File: config.mk
export PLATFORM = sky130hd
export DESIGN_NAME = wdt_top
export DESIGN_NICKNAME = d
export VERILOG_FILES = /design/src/rtl/wdt_pkg.sv /design/src/rtl/wdt_req_sync.sv /design/src/rtl/wdt_prescale.sv /design/src/rtl/wdt_postscale.sv /design/src/rtl/wdt_top.sv
export SDC_FILE = /design/constraint.sdc
export NUM_CORES = 1
export LEC_CHECK = 0
export CAP_MARGIN = 20
export CORE_MARGIN = 3
export CORE_UTILIZATION = 62
export DETAILED_ROUTE_END_ITERATION = 10
export DONT_BUFFER_PORTS = 1
export PLACE_DENSITY = 0.78
export SLEW_MARGIN = 5
export SYNTH_ARGS = -nofsm -noshare
export SYNTH_HDL_FRONTEND = slang
export SYNTH_SLANG_ARGS = --single-unit
File: constraint.sdc
create_clock -name clk_lf -period 2.06 [get_ports clk_lf]
set_input_delay 0.103 -clock clk_lf [delete_from_list [all_inputs] [get_ports clk_lf]]
set_output_delay 0.103 -clock clk_lf [all_outputs]
set_load 0.01 [all_outputs]
File: src/rtl/wdt_pkg.sv
package wdt_pkg;

  localparam int unsigned WDT_PRE_DIV = 128;
  localparam int unsigned WDT_PS_W    = 16;
  localparam int unsigned WDT_SEL_W   = 4;
  localparam int unsigned WDT_NREQ    = 5;

  // bit positions of the clear-request vector
  typedef enum int unsigned {
    REQ_CLRWDT = 0,
    REQ_SLEEP  = 1,
    REQ_OSC    = 2,
    REQ_CFAIL  = 3,
    REQ_DEVRST = 4
  } wdt_req_e;

  // ticks needed = 2^sel; the low sel bits all-ones marks the last tick
  function automatic logic [31:0] tap_mask(input logic [4:0] sel);
    return (32'd1 << sel) - 32'd1;
  endfunction

  function automatic longint unsigned expiry_cycles(input int unsigned pre,
                                                    input int unsigned sel);
    return longint'(pre) << sel;
  endfunction

endpackage

File: src/rtl/wdt_req_sync.sv
module wdt_req_sync #(
  parameter int unsigned N = 5
) (
  input  logic         clk,
  input  logic         rst_n,
  input  logic [N-1:0] req_async,
  output logic [N-1:0] req_rise
);

  for (genvar i = 0; i < N; i++) begin : g_req
    logic s1, s2, s3;

    always_ff @(posedge clk or negedge rst_n) begin
      if (!rst_n) begin
        s1 <= 1'b0;
        s2 <= 1'b0;
        s3 <= 1'b0;
      end else begin
        s1 <= req_async[i];
        s2 <= s1;
        s3 <= s2;
      end
    end

    assign req_rise[i] = s2 & ~s3;

    // a held request yields one edge only
    a_r3_single_edge: assert property (@(posedge clk) disable iff (!rst_n)
      req_rise[i] |=> !req_rise[i]);
  end

endmodule

File: src/rtl/wdt_prescale.sv
module wdt_prescale #(
  parameter int unsigned PRE_DIV = 128
) (
  input  logic clk,
  input  logic rst_n,
  input  logic run,
  input  logic clr,
  output logic tick,
  output logic idle_zero
);

  localparam int unsigned CW = (PRE_DIV > 1) ? $clog2(PRE_DIV) : 1;
  localparam logic [CW-1:0] LAST = CW'(PRE_DIV - 1);

  logic [CW-1:0] cnt;
  logic          at_last;

  assign at_last   = (cnt == LAST);
  assign tick      = run & ~clr & at_last;
  assign idle_zero = (cnt == '0);

  always_ff @(posedge clk or negedge rst_n) begin
    if (!rst_n)              cnt <= '0;
    else if (!run || clr)    cnt <= '0;
    else if (at_last)        cnt <= '0;
    else                     cnt <= cnt + 1'b1;
  end

  if (PRE_DIV > 1) begin : g_spacing
    // base ticks never come back to back when dividing
    a_r1_tick_spacing: assert property (@(posedge clk) disable iff (!rst_n)
      tick |=> !tick);
  end

  // stopped divider stays at zero
  a_r5_prescale_held: assert property (@(posedge clk) disable iff (!rst_n)
    !run |=> idle_zero);

endmodule

File: src/rtl/wdt_postscale.sv
module wdt_postscale
  import wdt_pkg::*;
#(
  parameter int unsigned PS_W  = WDT_PS_W,
  parameter int unsigned SEL_W = WDT_SEL_W
) (
  input  logic             clk,
  input  logic             rst_n,
  input  logic             run,
  input  logic             clr,
  input  logic             tick,
  input  logic [SEL_W-1:0] sel,
  output logic             expire,
  output logic [PS_W-1:0]  count
);

  logic [31:0]     mask32;
  logic [PS_W-1:0] mask;

  assign mask32 = tap_mask(5'(sel));
  assign mask   = mask32[PS_W-1:0];
  assign expire = tick & ~clr & ((count & mask) == mask);

  always_ff @(posedge clk or negedge rst_n) begin
    if (!rst_n)                       count <= '0;
    else if (!run || clr || expire)   count <= '0;
    else if (tick)                    count <= count + 1'b1;
  end

  // each non-final tick advances the postscaler by one
  a_r1_count_step: assert property (@(posedge clk) disable iff (!rst_n)
    (tick && !expire) |=> count == $past(count) + 1'b1);

  // counter restarts after an expiry
  a_r1_restart: assert property (@(posedge clk) disable iff (!rst_n)
    expire |=> count == '0);

endmodule

File: src/rtl/wdt_top.sv
module wdt_top
  import wdt_pkg::*;
#(
  parameter int unsigned PRE_DIV = WDT_PRE_DIV,
  parameter int unsigned PS_W    = WDT_PS_W,
  parameter int unsigned SEL_W   = WDT_SEL_W
) (
  input  logic             clk_lf,
  input  logic             por_n,
  input  logic             hw_en,
  input  logic             sw_en,
  input  logic [SEL_W-1:0] ps_sel,
  input  logic             clr_instr,
  input  logic             sleep_enter,
  input  logic             osc_sel_chg,
  input  logic             clk_fail,
  input  logic             dev_rst,
  input  logic             asleep,
  output logic             wdt_reset,
  output logic             wdt_wake,
  output logic             timeout_flag
);

  logic [WDT_NREQ-1:0] req_vec;
  logic [WDT_NREQ-1:0] req_rise;
  logic                clr_any;
  logic                clr_soft;
  logic                run;
  logic                base_tick;
  logic                pre_zero;
  logic                expire;
  logic [PS_W-1:0]     post_cnt;
  logic                slp_s1, slp_s2;

  always_comb begin
    req_vec             = '0;
    req_vec[REQ_CLRWDT] = clr_instr;
    req_vec[REQ_SLEEP]  = sleep_enter;
    req_vec[REQ_OSC]    = osc_sel_chg;
    req_vec[REQ_CFAIL]  = clk_fail;
    req_vec[REQ_DEVRST] = dev_rst;
  end

  wdt_req_sync #(.N(WDT_NREQ)) u_sync (
    .clk       (clk_lf),
    .rst_n     (por_n),
    .req_async (req_vec),
    .req_rise  (req_rise)
  );

  assign clr_any  = |req_rise;
  assign clr_soft = req_rise[REQ_CLRWDT];
  // hardware enable overrides: software can only add, never remove
  assign run      = hw_en | sw_en;

  always_ff @(posedge clk_lf or negedge por_n) begin
    if (!por_n) begin
      slp_s1 <= 1'b0;
      slp_s2 <= 1'b0;
    end else begin
      slp_s1 <= asleep;
      slp_s2 <= slp_s1;
    end
  end

  wdt_prescale #(.PRE_DIV(PRE_DIV)) u_pre (
    .clk       (clk_lf),
    .rst_n     (por_n),
    .run       (run),
    .clr       (clr_any),
    .tick      (base_tick),
    .idle_zero (pre_zero)
  );

  wdt_postscale #(.PS_W(PS_W), .SEL_W(SEL_W)) u_post (
    .clk    (clk_lf),
    .rst_n  (por_n),
    .run    (run),
    .clr    (clr_any),
    .tick   (base_tick),
    .sel    (ps_sel),
    .expire (expire),
    .count  (post_cnt)
  );

  always_ff @(posedge clk_lf or negedge por_n) begin
    if (!por_n) begin
      wdt_reset    <= 1'b0;
      wdt_wake     <= 1'b0;
      timeout_flag <= 1'b0;
    end else begin
      wdt_reset <= expire & ~slp_s2;
      wdt_wake  <= expire &  slp_s2;
      if (clr_soft)    timeout_flag <= 1'b0;
      else if (expire) timeout_flag <= 1'b1;
    end
  end

  // pulses are one cycle wide
  a_r2_single_pulse: assert property (@(posedge clk_lf) disable iff (!por_n)
    (wdt_reset || wdt_wake) |=> !(wdt_reset || wdt_wake));

  // never both outputs at once
  a_r2_exclusive: assert property (@(posedge clk_lf) disable iff (!por_n)
    !(wdt_reset && wdt_wake));

  // any clear edge leaves both counters at zero
  a_r3_clear_restarts: assert property (@(posedge clk_lf) disable iff (!por_n)
    clr_any |=> (post_cnt == '0) && pre_zero);

  // disabled watchdog stays silent
  a_r5_idle_silent: assert property (@(posedge clk_lf) disable iff (!por_n)
    !run |=> !(wdt_reset || wdt_wake));

  // sleeping expiry becomes a wake-up
  a_r6_sleep_wake: assert property (@(posedge clk_lf) disable iff (!por_n)
    (expire && slp_s2) |=> (wdt_wake && !wdt_reset));

  // expiry sets the flag
  a_r7_flag_set: assert property (@(posedge clk_lf) disable iff (!por_n)
    expire |=> timeout_flag);

  // flag only changes on expiry or a clear-instruction edge
  a_r7_flag_hold: assert property (@(posedge clk_lf) disable iff (!por_n)
    (!expire && !clr_soft) |=> timeout_flag == $past(timeout_flag));

endmodule

======== Word-level counts from Yosys, hierarchy flattened ========
Cells that the tools add are included.
word-level totals
  output and inout port bits .............. 3
  flip-flop bits (word level) ............. 43
  input port bits ......................... 14
operators by class
  reduce and logical (&&, ||, !) cells .... 6
  add/subtract/negate cells ............... 3
  mux-type cells .......................... 6
  shift operators ......................... 1
  bitwise operators ....................... 20
  eq/ne operators ......................... 2
operators with widths
  operator               number
  $mux 16                2
  $add 16x1->16 const B  1
  $and 16x16->16         1
  $eq 16x16->1           1
  $shl 1x4->16 const A   1
  $sub 16x1->16 const B  1
  $mux 7                 2
  $and 1x1->1            11
  $add 7x1->7 const B    1
  $eq 7x7->1 const B     1
  $not 1->1              7
  $reduce_or 5->1        1
  $reduce_bool 2->1      2
  $logic_or 1x1->1       2
  $mux 1                 2
  $logic_not 1->1        1
  $or 1x1->1             1

======== Logic depth before layout (Yosys ltp) ========
  depth in word-level cells ............... 10
  gate-level depth with buffers ........... 11

======== Hierarchy ========
A second synthesis with hierarchy kept.
unflattened totals
  cell total of the unflattened synthesis .. 201
  area, all modules ....................... 2174.6 µm²
modules (own cells, without submodules)
  module         cells an instance  area each (µm²)  times used
  wdt_postscale  131                1209.9           1
  wdt_req_sync   20                 444.2            1
  wdt_prescale   37                 356.6            1
  wdt_top        13                 163.9            1

======== Worst setup path before layout ========
No wires, ideal clock.
  path type ............................... input-to-reg
  start ................................... input ps_sel[2]
  end ..................................... register u_post.count[0]
  data required time ...................... 1.933 ns
  path buffers ............................ 3
  arrival ................................. 2.089 ns
  slack ................................... -0.156 ns
  setup time .............................. 0.127 ns
  stages .................................. 11
  path through ............................ clkbuf_1 -> nor2_1 -> nand3b_1 -> ha_1 -> clkbuf_1 -> and2_1 -> o2111ai_1 -> o2111ai_1 -> nor4_4 -> buf_6 -> o22ai_1
between the ends
  longest elaborated chain between the ends .. 7
RTL lines
  item                                                 line                 RTL
  start, declared                                      wdt_top.sv:12        input logic [SEL_W-1:0] ps_sel,
  $shl 1x4->16 *                                       wdt_pkg.sv:19        return (32'd1 << sel) - 32'd1;
  $sub 16x1->16 *                                      wdt_pkg.sv:19
  $and 16x16->16                                       wdt_postscale.sv:22  assign expire = tick & ~clr & ((count & mask) == mask);
  $eq 16x16->1 *                                       wdt_postscale.sv:22
  $and 1x1->1 *                                        wdt_postscale.sv:22
  $logic_or 1x1->1 *                                   wdt_postscale.sv:26  else if (!run || clr || expire) count <= '0;
  $mux 16 / $reduce_bool 2->1 (equally long branches)  --
  end signal, assigned                                 wdt_postscale.sv:27  else if (tick) count <= count + 1'b1;
  end, declared                                        wdt_postscale.sv:14  output logic [PS_W-1:0] count
Mark *: on every way between the ends. The rest lies on a longest branch, timed or not.
A chain may end at the register's enable or synchronous reset.

======== Final worst setup path ========
  start ................................... register u_post.count[13]
  end ..................................... register u_post.count[0]
between the ends
  longest elaborated chain between the ends .. 5
RTL lines
  item                                                 line
  $and 16x16->16 *                                     wdt_postscale.sv:22
  $eq 16x16->1 *                                       wdt_postscale.sv:22
  $and 1x1->1 *                                        wdt_postscale.sv:22
  $logic_or 1x1->1 *                                   wdt_postscale.sv:26
  $mux 16 / $reduce_bool 2->1 (equally long branches)  --
Marked as above.

==> key figures <==
Global route
  – Remaining Overflow, GRT: 0
  – First-pass GRT wire length: 8050 µm
  – Total track usage: 24.7%
  – Largest net degree at the start of global routing: 43
  – Vias in the first global route: 1666
  – Initial antenna violation count: 0

Worst hold path
  – HP Class: in -> reg

Worst setup path
  – Setup crit end kind: flop
  – WP buf/inv: 1
  – Crit Path Category: reg -> reg
  – Delay-heaviest family, CP: compound AO/OA/AOI/OAI gates
  – CP max FO: 16
  – WP data required: 2.29 ns
  – Slowest CP cell: dfrtp_1
  – Crit path largest cell delay: 0.41 ns
  – Startpoint Class: flop
  – Worst EP arrival: 2.16 ns
  – CP cell instances: and3b_1 > a2111oi_4 > o211ai_2 > nor4_4 > buf_12 > o22ai_1

Synthesis
  – Most common cell in the netlist: dfrtp_1
  – Primary FF master, synth: dfrtp_1
  – Synth top area cells: dfrtp_1 (49%), xnor2_1 (6.5%), a311oi_1 (4.5%), nor3_1 (4.0%), a2111oi_4 (2.6%)
  – Netlist cell types: 42
  – Synthesized flop and latch total: 42
  – Yosys top cell by area: dfrtp_1
  – Synth Warn #: 0
  – Post-synth top area share: 49.0%
  – Post-Synthesis Cells: 207
  – Register area share after synthesis: 49.0%
  – Post-synthesis cell area: 0.00214 mm²
  – EDFF count, synth: 0
  – Commonest cells in the netlist: dfrtp_1 (42), nor3_1 (17), xnor2_1 (16)
  – Average size of a mapped cell: 10.4 µm²
  – Synth async-reset ratio: 100%
  – Synth Net Count: 224

Clock tree
  – Root Driver: clkbuf_4
  – Total CTS buffers: 5
  – Sink Count: 42
  – CTS clk-pin slew, worst paths: 0.11 ns
  – Clock Latency Late Sink: 0.34 ns
  – CTS H-tree lvls: 2
  – Maximum clock path buffer count: 2
  – TritonCTS clock tree: built
  – Post-CTS setup buffer count: 0

Floorplan
  – Die area: 0.00420 mm²
  – Core Rows: 20
  – # IOs: 17
  – Initial core utilization: 67.4%
  – Die W: 64.8 µm
  – Core ar.: 0.00318 mm²
  – DIE HEIGHT: 64.8 µm

Power and ir drop
  – VDD IR-drop max: 0.425 mV
  – Pwr dens: 567 mW/mm²
  – Leak: 0.000876 µW

Timing
  – Pins Over Slew Limit: 0
  – Worst-Margin Slew: 0.439 ns
  – Peak Freq: 518 MHz
  – Period utilization: 93.7%
  – Worst slew margin: 70.3%
  – Fin crit period: 1.93 ns
  – Setup Skew: 0.00777 ns
  – Final setup TNS: 0 ns
  – Setup violators final: 0
  – Fin. Hold Viols: 0
  – Worst hold margin: 0.120 ns
  – RSZ-0062 raised after global routing: false

Detailed routing
  – Post-DR wirelength/cell: 17.0 µm
  – Vias per Instance: 6.38
  – # DRC: 0
  – Antenna Violating Nets Remaining: 0
  – Via count: 1646
  – Starting DRT DRC Count: 118
  – Final Routed Wirelength: 4380 µm
  – Router iterations before antenna repair: 4

Place
  – Routability cong.: 0.864
  – Post-DP HPWL: 3190 µm
  – Placed instance count: 243
  – Port bufs: 0
  – Dpl cell area: 0.00220 mm²

Cells and area
  – Final Util: 74.3%
  – Non-Filler Instances: 258
  – Final #Nets: 231
  – Layout cell share with drive strength beyond 1: 11.7%
  – Antenna diodes: 0
  – Layout area overhead: 10.2%
  – Design area: 0.00236 mm²

Run
  – Max-cap viol count: 0

Run status
  – Outcome: finished, final reports clean
-- cell type report --
type,instances,area [µm²]
Clock inverter,2,10.0
Multi-Input combinational cell,141,1030
Inverter,11,41.3
Sequential cell,42,1050
Fill cell,218,816
Clock buffer,5,37.5
Tap cell,44,55.1
Timing Repair Buffer,13,140
-- layer usage --
| metal | global-route usage (%) | vias up | part of all wire, % |
|---|---|---|---|
| met2 | 41.0 | 63 | 51 |
| li1 | - | 775 | - |
| met3 | 4.51 | 11 | 7.0 |
| met1 | 33.1 | 797 | 41 |
| met5 | 0 | - | 0 |
| met4 | 7.39 | 0 | 1.4 |
-- cell families (layout without fill, tap and decap cells) --
family                   Yosys count  after routing  synth area share (%)
AND/OR/NAND/NOR                   84             84                  22.5
adder cells (fa/ha/maj)            3              3                  1.75
flip-flops                        42             42                  49.0
buffers and inverters             24             31                  4.67
XOR/XNOR                          18             18                  7.36
AO/OA/AOI/OAI                     36             36                  14.7
-- worst paths after layout --
check	start	endpoint	slack, ns	cells after the start
worst max-delay path	u_post.count[13]	u_post.count[0]	0.13	6
worst min-delay path	hw_en	u_pre.cnt[1]	0.12	2
worst max register to register	u_post.count[13]	u_post.count[0]	0.13	6
worst min register to register	u_sync.g_req[0].s1	u_sync.g_req[0].s2	0.36	0
max in group asynchronous	por_n	u_post.count[6]	1.63	2
min in group asynchronous	por_n	slp_s1	0.23	2
-- report_power, final --
group / switching (µW) / total (µW) / internal [µW]
clock: 243 / 366 / 123
sequential: 8.14 / 851 / 843
combinational: 74.6 / 122 / 47.4
-- cells in the final DEF (no fill, tap or decap), types with 2 or more instances in the layout --
cell / n
and2_1: 2
nand2b_1: 2
a21oi_1: 2
ha_1: 3
and4_1: 3
clkbuf_4: 5
o21a_1: 2
nand4_1: 8
buf_4: 4
xnor2_1: 16
o21ai_0: 3
nor3_1: 17
nand3_1: 10
a31oi_1: 2
nor2b_1: 8
a211oi_1: 2
a311oi_1: 9
and3_1: 3
nand2_1: 10
dfrtp_1: 42
buf_12: 2
a311oi_2: 2
nor2_1: 9
a2111oi_4: 2
o22ai_1: 3
xor2_1: 2
inv_1: 11
dlygate4sd3_1: 7
or3_1: 2
clkinv_2: 2
-- registers in the layout, summed over array words and instances, names as in the netlist --
name and flops:
slp_s1 1, slp_s2 1, timeout_flag 1, u_post.count 15, u_pre.cnt 7, u_sync.g_req.s1 5, u_sync.g_req.s2 5, u_sync.g_req.s3 5
wdt_reset 1, wdt_wake 1
-- repair_timing --
action	4_1_cts	5_1_grt
setup endpoints to repair	0	5
hold endpoints to repair	48	0
hold buffers	8	0
resized for setup	0	5
-- per-stage QoR --
stage / power [µW] / setup slack (ns)
after floorplan: 945 / 0.0166
after global placement: 952 / 0.0930
after detailed placement: 957 / 0.0107
after CTS: 1340 / 0.0964
after global routing: 1400 / 0.00651
final: 1340 / 0.130
Power figures use the tool's default switching activity.
